**config.mk**
```make
export PLATFORM = sky130hd
export DESIGN_NAME = pingpong_audio_dma
export DESIGN_NICKNAME = d
export VERILOG_FILES = /design/src/rtl/pingpong_audio_dma.sv
export SDC_FILE = /design/constraint.sdc
export NUM_CORES = 1
export LEC_CHECK = 0
export BUFFER_PORTS_ARGS = -buffer_cell sky130_fd_sc_hd__buf_2
export CELL_PAD_IN_SITES_DETAIL_PLACEMENT = 0
export CELL_PAD_IN_SITES_GLOBAL_PLACEMENT = 1
export CORE_MARGIN = 2
export CORE_UTILIZATION = 52
export DETAILED_ROUTE_END_ITERATION = 8
export GPL_TIMING_DRIVEN = 0
export PLACE_DENSITY = 0.93
export REMOVE_ABC_BUFFERS = 1
export SLEW_MARGIN = 30
export SYNTH_ARGS = -nofsm -noshare
export SYNTH_HDL_FRONTEND = slang
export SYNTH_SLANG_ARGS = --single-unit
```
**constraint.sdc**
```tcl
create_clock -name clk -period 7.6 [get_ports clk]
set_clock_uncertainty 0.15 [all_clocks]
set_input_delay 0 -clock clk [delete_from_list [all_inputs] [get_ports clk]]
set_output_delay 0 -clock clk [all_outputs]
set_load 0.02 [all_outputs]
```
**src/rtl/pingpong_audio_dma.sv**
```systemverilog
`timescale 1ns/1ps
module pingpong_audio_dma #(
  parameter int AW    = 32,
  parameter int DEPTH = 8
) (
  input  logic          clk,
  input  logic          rst_n,
  input  logic          reg_wr,
  input  logic [2:0]    reg_addr,
  input  logic [31:0]   reg_wdata,
  output logic [31:0]   reg_rdata,
  output logic          mem_req,
  output logic [AW-1:0] mem_addr,
  input  logic          mem_gnt,
  input  logic          mem_rvalid,
  input  logic [31:0]   mem_rdata,
  output logic          out_valid,
  output logic [31:0]   out_data,
  input  logic          out_ready,
  output logic          irq
);
  localparam int QW = AW - 4;
  localparam int PW = (DEPTH > 1) ? $clog2(DEPTH) : 1;
  localparam int CW = $clog2(DEPTH + 1);

  typedef enum logic [1:0] {S_IDLE, S_REQ, S_DATA} st_t;
  st_t state;

  logic [QW-1:0] cur [2];
  logic [QW-1:0] lim [2];
  logic          act, pend, ovr, ena;
  logic [1:0]    stale;
  logic [1:0]    beat;
  logic [31:0]   fifo [DEPTH];
  logic [PW-1:0] wp, rp;
  logic [CW-1:0] cnt;

  wire ptr_wr   = reg_wr && !reg_addr[2];
  wire ctl_wr   = reg_wr && (reg_addr == 3'd4);
  wire clr      = ctl_wr && reg_wdata[7];
  wire push     = (state == S_DATA) && mem_rvalid;
  wire pop      = out_valid && out_ready;
  wire [QW-1:0] nq = cur[act] + 1'b1;
  wire done     = nq > lim[act];
  wire oth_wr   = ptr_wr && (reg_addr[1] == ~act);
  wire unused_wdata = ^{reg_wdata[6], reg_wdata[4], reg_wdata[3:0]};

  assign mem_req   = (state == S_REQ);
  assign mem_addr  = {cur[act], 4'b0000};
  assign out_valid = (cnt != '0);
  assign out_data  = fifo[rp];
  assign irq       = pend;

  always_ff @(posedge clk or negedge rst_n) begin
    if (!rst_n) begin
      state <= S_IDLE;
      cur[0] <= '0; cur[1] <= '0; lim[0] <= '0; lim[1] <= '0;
      act <= 1'b0; pend <= 1'b0; ovr <= 1'b0; ena <= 1'b0;
      stale <= 2'b00; beat <= 2'd0;
    end else begin
      if (ptr_wr) begin
        if (reg_addr[0]) begin
          lim[reg_addr[1]] <= reg_wdata[AW-1:4];
          pend <= 1'b0;
        end else begin
          cur[reg_addr[1]] <= reg_wdata[AW-1:4];
        end
        stale[reg_addr[1]] <= 1'b0;
      end
      if (ctl_wr) ena <= reg_wdata[5];
      case (state)
        S_IDLE: if (ena && cnt <= CW'(DEPTH - 4)) state <= S_REQ;
        S_REQ: if (mem_gnt) begin
          state <= S_DATA;
          beat <= 2'd0;
          cur[act] <= nq;
          if (done) begin
            act <= ~act;
            pend <= 1'b1;
            stale[act] <= 1'b1;
            if (stale[~act] && !oth_wr) ovr <= 1'b1;
          end
        end
        default: if (mem_rvalid) begin
          beat <= beat + 2'd1;
          if (beat == 2'd3) state <= S_IDLE;
        end
      endcase
      if (clr) begin
        state <= S_IDLE; act <= 1'b0; pend <= 1'b0; ovr <= 1'b0; stale <= 2'b00;
      end
    end
  end

  always_ff @(posedge clk or negedge rst_n) begin
    if (!rst_n) begin
      wp <= '0; rp <= '0; cnt <= '0;
    end else if (clr) begin
      wp <= '0; rp <= '0; cnt <= '0;
    end else begin
      if (push) wp <= (wp == PW'(DEPTH - 1)) ? '0 : wp + 1'b1;
      if (pop)  rp <= (rp == PW'(DEPTH - 1)) ? '0 : rp + 1'b1;
      if (push && !pop) cnt <= cnt + 1'b1;
      else if (pop && !push) cnt <= cnt - 1'b1;
    end
  end

  always_ff @(posedge clk) begin
    if (push && !clr) fifo[wp] <= mem_rdata;
  end

  always_comb begin
    case (reg_addr)
      3'd0: reg_rdata = 32'({cur[0], 4'b0000});
      3'd1: reg_rdata = 32'({lim[0], 4'b0000});
      3'd2: reg_rdata = 32'({cur[1], 4'b0000});
      3'd3: reg_rdata = 32'({lim[1], 4'b0000});
      3'd4: reg_rdata = {26'd0, ena, 1'b1, 4'b0000};
      3'd5: reg_rdata = {29'd0, ovr, pend, act};
      default: reg_rdata = {31'd0, unused_wdata & 1'b0};
    endcase
  end

  a_r3_room_before_req: assert property (@(posedge clk) disable iff (!rst_n)
    $rose(mem_req) |-> cnt <= CW'(DEPTH - 4));
  a_r3_req_hold: assert property (@(posedge clk) disable iff (!rst_n)
    (mem_req && !mem_gnt && !clr && !ptr_wr) |=> (mem_req && $stable(mem_addr)));
  a_r2_off_no_req: assert property (@(posedge clk) disable iff (!rst_n)
    ((state == S_IDLE) && !ena) |=> !mem_req);
  a_r4_switch_on_grant: assert property (@(posedge clk) disable iff (!rst_n)
    !$stable(act) |-> ($past(mem_gnt) || $past(clr)));
  a_r6_overrun_sticky: assert property (@(posedge clk) disable iff (!rst_n)
    (ovr && !clr) |=> ovr);
  a_r8_no_overflow: assert property (@(posedge clk) disable iff (!rst_n)
    push |-> cnt < CW'(DEPTH));
endmodule

```
Word-level counts from Yosys, hierarchy flattened
Memory sizes are Yosys's and may differ from the RTL's.
Cells that the tools add are included.
{ "totals": {"ff_bits": 132, "ram_bits": 256, "in_bits": 73, "out_inout_bits": 99, "word_cells": 155, "memories": 1} }
{ "classes": {"addsub": 6, "n_lt_le_gt_ge": 11, "eq_ne": 14, "mux": 64, "bitwise_logic": 7, "n_reduce_logical": 38} }
{ "memory_table": {"columns": ["memory", "words", "word_bits", "rd", "rd_ports_with_merged_regs", "write_ports", "line_no", "text"], "rows": [
  ["fifo", 8, 32, 1, 0, 1, "34", "logic [31:0] fifo [DEPTH];"]
]} }
{ "op_table": {"columns": ["operator", "count"], "rows": [
  ["2-to-1 mux 28 bit", 8],
  ["2-to-1 mux 56 bit", 4],
  ["case mux 32 bit (6 select lines)", 1],
  ["bitwise mux 56 bit", 3],
  ["demux 28 bit (select 1 bit)", 2],
  ["adder 28 x 1 -> 28 bit (second input constant)", 1],
  ["> comparator 28 bit", 1],
  ["2-to-1 mux 2 bit", 12],
  ["2-to-1 mux 1 bit", 21],
  ["2-to-1 mux 3 bit", 6],
  ["logical AND 1 bit", 15],
  ["nonzero test 2 bit", 7],
  ["== test 3 bit (second input constant)", 4],
  ["2-to-1 mux 4 bit", 3],
  ["nonzero test 4 bit", 3],
  ["case mux 2 bit (2 select lines)", 2],
  ["AND reduction 4 bit", 2],
  ["adder 3 x 1 -> 3 bit (second input constant)", 2],
  ["== test 3 x 2 -> 1 bit (second input constant)", 2],
  ["< comparator 1 x 2 -> 1 bit (second input constant)", 3],
  ["AND reduction 3 bit", 2],
  ["zero test 1 bit", 5],
  ["adder 4 x 1 -> 4 bit (second input constant)", 1],
  ["== test 2 bit (second input constant)", 2],
  ["other kinds (22)", 28]
]} }

Logic depth before layout (Yosys ltp)
Gate-level depths: netlist of run 1.
{ "depth": {"ltp_word": 12, "mapped_depth": 20} }

Worst setup path after synthesis of run 1
Ideal clock, no wire load.
{ "synth_timing": {"path_kind": "register to register", "startpoint": "reg act", "endpoint": "reg act", "t_arrival_ns": 4.115, "required_time_ns": 7.371, "slack_ns": 3.255, "stages_incl_launch_ff": 19, "synth_period_minus_slack_ns": 4.345, "path_cell_list": "dfrtp_1 -> buf_6 -> buf_8 -> buf_4 -> buf_2 -> clkbuf_1 -> mux2_2 -> ha_1 -> inv_1 -> a211oi_2 -> nand3_2 -> nor3_1 -> xor2_1 -> ha_1 -> nand4_1 -> nor4_1 -> a221oi_1 -> a31oi_1 -> mux2i_1"} }
{ "synth_via": {"elab_chain_cells": 8, "word_cells_on_any_way": 16, "classes_between": "1 x add/sub; 1 x order compare; 10 x mux; 2 x bitwise; 2 x reduce/logical"} }
{ "synth_lines": {"columns": ["item", "line_no", "text"], "rows": [
  ["start: declaration", "31", "logic act, pend, ovr, ena;"],
  ["start signal: assignment", "78", "act <= ~act;"],
  ["NOT 1 -> 2 bit", null, null],
  ["2-to-1 mux 28 bit (3 in a row)", null, null],
  ["named net mem_addr[4]", "13", "output logic [AW-1:0] mem_addr,"],
  ["adder 28 x 1 -> 28 bit", "43", "wire [QW-1:0] nq = cur[act] + 1'b1;"],
  ["> comparator 28 bit", "44", "wire done = nq > lim[act];"],
  ["nonzero test 2 bit (no line)", null, null],
  ["AND reduction 3 bit (no line)", null, null]
]} }
The timed path passes the listed nets, and every way through them passes these cells. The select of a mux whose other input is x is not followed.
A chain may end at the register's enable or synchronous reset.

Worst setup path after layout of run 1
{ "layout_timing": {"startpoint": "reg act", "endpoint": "reg act"} }
{ "layout_via": {"elab_chain_cells": 8, "word_cells_on_any_way": 16, "classes_between": "1 x add/sub; 1 x order compare; 10 x mux; 2 x bitwise; 2 x reduce/logical"} }
{ "layout_lines": {"columns": ["item", "line_no"], "rows": [
  ["NOT 1 -> 2 bit (implied by the code)", "43, 44"],
  ["2-to-1 mux 28 bit (implied by the code) (3 in a row)", "43"],
  ["adder 28 x 1 -> 28 bit", "43"],
  ["> comparator 28 bit", "44"],
  ["nonzero test 2 bit (no line)", null],
  ["AND reduction 3 bit (no line)", null]
]} }
Several ways; a longest one is shown, not always the timed one. The select of a mux whose other input is x is not followed.

==> metrics.txt, run 1 <==
run status=finished, final reports clean; Inserted Clock Buffers=40; Die ar.=36300 sq um; Worst Setup End Kind=register; GR peak layer=met2; Final HPWL DP=29600 um; count leader, synth=edfxtp_1; CP required=7.92 ns; max cap viols=0; combinational fraction of design power=0.363; Slowest cell on crit path=a222oi_1; Synth top cells by count=256 x edfxtp_1, 132 x dfrtp_1, 121 x nand2_1; Placed Instances=1857; cell internal pwr=5.14 mW; die width=191 um; grt met2 use=0.460; Final ANT Viol Nets=0; fmax=182 MHz; drt total wl=45200 um; area grow syn2layout=22.2%; Seq pwr share=0.377; cell leakage power=8.53 nW; fraction of layout cells with a size suffix above 1=0.304; GPL Wtd Cong=0.844; Final period util=0.724; post-synthesis area per instance=14.2 sq um; Slowest Stage Delay on Critical Path=0.92 ns; maximum VDD drop=0.251 mV; Async S/R FF share, synth=0.340; # clock sinks=388; Worst-Margin Slew=1.04 ns; grt ovf=0; Sw Ratio=0.350; Vias=11962; largest net degree at the start of global routing=71; shortest period the worst path allows=5.50 ns; Synth top area share=0.424; Post-synth EDFFs=256; worst slack, placed=2.24 ns; Synth Cell Area=18100 sq um; Synth area leaders=edfxtp_1 42%, dfrtp_1 18%, mux4_2 8.1%; Buffers on Ports=162; routed vias/inst=5.95; Mapped Cells=1273; global-route met3 utilization=0.0447; initial antenna violation count=1; Clk Latency, worst-skew pair=0.55 ns; Max transition margin=0.306; die height=191 um; critical path class=reg2reg; Hold Vio Cnt, Final=0; H-tree depth=2; final net count=1633; CTS tree=built; crit path launch type=register; vias in the first global route=12461; library cells used by synthesis=62; Non-Filler Instances=2011; hold crit path type=in2reg; root buf cell=clkbuf_16; CP top delay family=simple AND/OR/NAND/NOR gates; Worst Path Max Fanout=44; drt pass-1 iters=6; Final Setup Violations=0; IO Count=172; per-cell routed wire length=22.5 um; postcts setup bufs=0; Final WS setup=2.10 ns; clock share of power=0.261; DR DRC count=0; FF+latch count, synth=388; pwr/cell area=357 nW/um^2; CTS clk-pin slew, worst paths=0.06 ns; FP Rows=68; sequential share of the synthesized area=0.607; core box area=34500 sq um; dominant cell type by area after synthesis=edfxtp_1; total global-route track usage=0.253; Switch Pwr=2.76 mW; Iter 0 DRT Violations=804; clock buffer depth=3; Synth Warn #=0; Critical Path AT=5.82 ns; ys flop type=edfxtp_1; first-pass GRT wire length=70800 um; crit path cell chain=buf_16 -> nand3_2 -> a222oi_1 -> and4_4 -> nor3b_2 -> xor2_1 -> ha_1 -> nand4_1 -> nor4_1 -> a221oi_1 -> a31oi_1 -> mux2i_1; RSZ-0062 raised after global routing=false; GR Util met1=0.313; max-slew violations=0; Initial Util=0.526; CP Buf/Inv Count=1; setup TNS=0 ns
==> cells in the final DEF (no fill, tap or decap), types with 21 or more instances in the layout <==
| cell type | Yosys | final |
|---|---|---|
| clkbuf_16 | 0 | 41 |
| a22oi_1 | 67 | 67 |
| nand2_1 | 121 | 120 |
| a21oi_1 | 43 | 43 |
| mux4_2 | 65 | 65 |
| inv_1 | 28 | 28 |
| mux2i_1 | 56 | 56 |
| ha_1 | 36 | 36 |
| mux2_2 | 106 | 106 |
| xnor2_1 | 21 | 21 |
| dlygate4sd3_1 | 0 | 78 |
| o21ai_0 | 26 | 26 |
| edfxtp_1 | 256 | 256 |
| nand3_1 | 31 | 30 |
| dfrtp_1 | 132 | 128 |
| buf_2 | 11 | 161 |
| nor2_1 | 58 | 44 |
==> registers in the layout (all words and copies together) (netlist names) <==
register / count
fifo: 256
stale: 2
ovr: 1
ena: 1
rp: 3
beat: 2
cnt: 4
irq: 1
cur: 56
wp: 3
lim: 56
state: 2
act: 1
==> power by group through the flow <==
stage               Combinational [mW]  Sequential, mW  Clock (mW)
floorplan                         1.93            2.99           0
global placement                  2.58            3.15           0
detailed placement                2.80            3.01           0
CTS                               2.88            2.97        2.09
global route                      3.11            3.03        2.17
finish                            2.87            2.98        2.06
==> layer usage <==
layer  vias up  part of all wire
met5         -                 0
met4         0             0.021
met3        77             0.068
met2       449              0.52
met1      6047              0.39
li1       5389                 -
==> path summary, 6_finish.rpt <==
kind                       cells after the start               endpoint                start  slack [ns]
setup / recovery                              12        act$_DFFE_PN0P_      act$_DFFE_PN0P_        2.10
hold / removal                                 2  fifo[3][27]$_DFFE_PP_        mem_rdata[27]        0.10
setup reg to reg                              12        act$_DFFE_PN0P_      act$_DFFE_PN0P_        2.10
hold reg to reg                                1    beat[0]$_DFFE_PN0P_  beat[0]$_DFFE_PN0P_        0.37
max in group asynchronous                      4    lim[42]$_DFFE_PN0P_                rst_n        6.56
min in group asynchronous                      4    lim[54]$_DFFE_PN0P_                rst_n        0.39
==> timing repair <==
action,CTS,global route
resized for setup,0,0
endpoints found under the setup margin,0,0
hold buffers,79,0
hold endpoints to repair,520,0
==> kinds of logic (layout without fill, tap and decap cells) <==
logic type | count (synthesis) | count (layout) | share of synthesized area
AOI/OAI and AO/OA | 189 | 189 | 0.0697
other | 1 | 6 | 0.000207
adders and majority gates | 37 | 37 | 0.0260
muxes | 227 | 227 | 0.178
buffers and inverters | 97 | 375 | 0.0233
and+or+nand+nor | 308 | 308 | 0.0836
xor gates and xnor gates | 26 | 26 | 0.0130
DFF | 388 | 388 | 0.607
==> final cells by class <==
cell class              count  area [sq um]
fillers                  2527         12300
flip-flops and latches    388         11000
multi-input cells         792          6840
repair buffers            273          2240
clock buffers              47          1060
well taps                 455           569
clock inverters            27           328
inverters                  28           105
diodes                      1          2.50
==> per-stage QoR <==
stage	total power, mW	hold slack, ns	area, sq um	util
4_1_cts	7.94	0.0950	22100	0.643
5_1_grt	8.31	0.124	22100	0.643
2_1_floorplan	4.92	-0.446	17800	-
3_5_place_dp	5.81	-0.170	20000	0.579
3_3_place_gp	5.73	0.105	19200	0.557
6_report	7.90	0.104	22100	0.643
No activity file was read; power rests on OpenSTA's default activity.
==> inputs of run 2 (changes only) <==
--- a/config.mk
+++ b/config.mk
@@ -5,14 +5,15 @@
 export SDC_FILE = /design/constraint.sdc
 export NUM_CORES = 1
 export LEC_CHECK = 0
+export ABC_AREA = 1
 export BUFFER_PORTS_ARGS = -buffer_cell sky130_fd_sc_hd__buf_2
 export CELL_PAD_IN_SITES_DETAIL_PLACEMENT = 0
 export CELL_PAD_IN_SITES_GLOBAL_PLACEMENT = 1
 export CORE_MARGIN = 2
-export CORE_UTILIZATION = 52
+export CORE_UTILIZATION = 42
 export DETAILED_ROUTE_END_ITERATION = 8
 export GPL_TIMING_DRIVEN = 0
-export PLACE_DENSITY = 0.93
+export PLACE_DENSITY = 0.86
 export REMOVE_ABC_BUFFERS = 1
 export SLEW_MARGIN = 30
 export SYNTH_ARGS = -nofsm -noshare
==> constraint.sdc (replaced) <==
create_clock -name clk -period 5.05 [get_ports clk]
set_clock_uncertainty 0.15 [all_clocks]
set_input_delay 0 -clock clk [delete_from_list [all_inputs] [get_ports clk]]
set_output_delay 0 -clock clk [all_outputs]
set_load 0.02 [all_outputs]
==> metrics.txt, run 2 <==
run status=finished, final reports clean; RSZ-0062 raised after global routing=false; first-pass GRT wire length=81300 um (+15%); post-synthesis area per instance=9.47 sq um (-33%); largest net degree at the start of global routing=99 (+39%); CTS tree=built; combinational fraction of design power=0.429 (+0.066); Final ANT Viol Nets=0 (unchanged); library cells used by synthesis=47 (-24%); Worst Hold Slack=0.0663 ns (-0.0379 ns); Total Power=13.4 mW (+69%); total global-route track usage=0.222 (-0.0315); Slowest Stage Delay on Critical Path=0.78 ns (-0.14 ns); H-tree depth=2 (unchanged); Die ar.=46600 sq um (+28%); drt total wl=51600 um (+14%); Worst Path Max Fanout=41 (-6.8%); Final Setup Violations=0 (unchanged); commonest non-fill, non-tap cell in the layout=nand2_1; Worst-Margin Slew=0.882 ns (-0.158 ns); GPL Wtd Cong=0.880 (+4.2%); # clock sinks=388 (unchanged); Seq pwr share=0.322 (-0.055); Sw Ratio=0.414 (+0.0636); Synth area leaders=edfxtp_1 41%, dfrtp_1 18%, nand2_1 7.5%; Hold Buf Count CTS=79 (unchanged); clock buffer depth=3 (unchanged); grt ovf=0 (unchanged); design area=23100 sq um (+4.4%); area grow syn2layout=22.7%; shortest period the worst path allows=4.43 ns (-1.07 ns); Placed Instances=2667 (+44%); most frequent cells in the layout=371 x nand2_1, 301 x nor2_1, 256 x o21ai_0, 256 x edfxtp_1, 161 x buf_2; die width=216 um (+13%); Reg area=11000 sq um (about the same); Post-synth EDFFs=256 (unchanged); Worst Setup End Kind=register; Buffers on Ports=162 (unchanged); die height=216 um (+13%); Mapped Cells=1989 (+56%); CP Buf/Inv Count=3 (+2); max-slew violations=0 (unchanged); critical path class=reg2reg; Critical Path AT=4.75 ns (-1.07 ns); CP required=5.37 ns (-2.55 ns); FP Rows=77 (+13%); dpl cell area=20800 sq um (+4.1%); fmax=226 MHz (+24%); maximum VDD drop=0.346 mV (+38%); DR DRC count=0 (unchanged); number of fill cells=3897 (+54%); clock share of power=0.248 (-0.013); Slowest cell on crit path=dfrtp_4; count leader, synth=nand2_1; Final period util=0.878 (+0.154); cell internal pwr=7.85 mW (+53%); final net count=2309 (+41%); multi-input logic area=6870 sq um (+0.46%); Synth Cell Area=18800 sq um (+4.0%); max cap viols=0 (unchanged); Inserted Clock Buffers=43 (+7.5%); Top reg by flops=fifo; sequential share of the synthesized area=0.583 (-0.0233); CTS clk-pin slew, worst paths=0.06 ns (about the same); Synth top area share=0.408 (-0.0163); root buf cell=clkbuf_16; ys flop type=edfxtp_1; Top Registers=fifo (256), cur (56), lim (56); Synth Warn #=0 (unchanged); CP top delay family=simple AND/OR/NAND/NOR gates; Non-Filler Instances=2826 (+41%); IO Count=172 (unchanged); pwr/cell area=578 nW/um^2 (+62%); drt pass-1 iters=7 (+1); Util after Layout=0.523 (-0.120); fraction of layout cells with a size suffix above 1=0.155 (-0.150); Max transition margin=0.410 (+0.103); dominant cell type by area after synthesis=edfxtp_1; Switch Pwr=5.53 mW (+100%); cell leakage power=9.48 nW (+11%); initial antenna violation count=2 (+1); core box area=44200 sq um (+28%); crit-path most repeated cell=nand2_1; FF+latch count, synth=388 (unchanged); Hold Vio Cnt, Final=0 (unchanged); Final HPWL DP=32800 um (+11%); routed vias/inst=5.36 (-10%); postcts setup bufs=0 (unchanged); Clk Latency, worst-skew pair=0.59 ns (+0.04 ns); Vias=15134 (+27%); per-cell routed wire length=18.3 um (-19%); crit path cell chain=buf_12 -> nand2_1 -> nand2_1 -> ha_1 -> nand2_1 -> nor2_2 -> nand2_2 -> inv_2 -> nand2_1 -> nand2_1 -> inv_1 -> ha_1 -> nand2_1 -> nor2_1 -> and2_1 -> nand2_1 -> nand3_1 -> nand2_1 -> nand2_1 -> nand2_1 -> nand3_1 -> nand2_1; Iter 0 DRT Violations=1166 (+45%); Synth top cells by count=375 x nand2_1, 312 x nor2_1, 256 x edfxtp_1, 256 x o21ai_0, 154 x inv_1; vias in the first global route=15030 (+21%); hold crit path type=in2reg; Async S/R FF share, synth=0.340 (unchanged); Initial Util=0.426 (-0.0997); max FFs per register=256 (unchanged); crit path launch type=register; Post-CTS Resized=0 (unchanged)
-- run 2: cell types whose count changed after synthesis, sizes merged, moves of 37 or more --
cell / change
o22ai: +37
mux2: -106
inv: +131
mux4: -65
clkbuf: +43
nand2: +265
a22oi: -38
o211ai: +39
nor2: +263
o21ai: +264
-- run 2: power by group through the flow --
stage	Clock [mW]	Sequential, mW	Combinational, mW
6_report	3.32	4.31	5.74
5_1_grt	3.51	4.37	6.38
4_1_cts	3.37	4.30	5.74
3_5_place_dp	0	4.36	5.64
3_3_place_gp	0	4.59	5.12
2_1_floorplan	0	4.40	3.65
-- run 2: logic make-up (layout without fill, tap and decap cells) --
logic type	after synthesis	count (layout)	share of synthesized area
other	1	6	0.000199
DFF	388	388	0.583
muxes	27	27	0.0143
buffers and inverters	271	511	0.0590
and+or+nand+nor	781	781	0.166
adders and majority gates	37	37	0.0250
AOI/OAI and AO/OA	474	474	0.147
xor gates and xnor gates	10	10	0.00505
-- run 2: final timing paths --
path / to / cells after the start / slack, ns / from
max: act$_DFFE_PN0P_ / 22 / 0.62 / act$_DFFE_PN0P_
min: fifo[6][9]$_DFFE_PP_ / 2 / 0.07 / mem_rdata[9]
max reg2reg: act$_DFFE_PN0P_ / 22 / 0.62 / act$_DFFE_PN0P_
min reg2reg: beat[0]$_DFFE_PN0P_ / 1 / 0.35 / beat[0]$_DFFE_PN0P_
max in group asynchronous: lim[26]$_DFFE_PN0P_ / 4 / 4.00 / rst_n
min in group asynchronous: lim[30]$_DFFE_PN0P_ / 4 / 0.37 / rst_n
-- run 2: layout make-up --
class / count / share of cell area
tap: 592 / 0.0320
clock inverter: 27 / 0.0160
antenna: 1 / 0.000108
sequential: 388 / 0.476
multi-input combinational: 1334 / 0.297
timing repair buffer: 269 / 0.102
clock buffer: 52 / 0.0502
inverter: 163 / 0.0271
-- run 2: per-layer routing --
| metal | share of wire | vias up | global-route usage | routed length [um] |
|---|---|---|---|---|
| li1 | - | 7214 | - | - |
| met1 | 0.42 | 7314 | 0.285 | 21600 |
| met4 | 0.022 | 4 | 0.0687 | 1160 |
| met2 | 0.49 | 512 | 0.377 | 25100 |
| met3 | 0.071 | 90 | 0.0450 | 3670 |
| met5 | 0.00054 | - | 0 | 28 |
-- run 2: through the flow --
step	TNS (ns)	setup WS, ns
6_report	0	0.615
5_1_grt	0	0.259
2_1_floorplan	-2.86	-0.646
4_1_cts	0	0.547
3_3_place_gp	-250.63	-3.49
3_5_place_dp	0	0.564
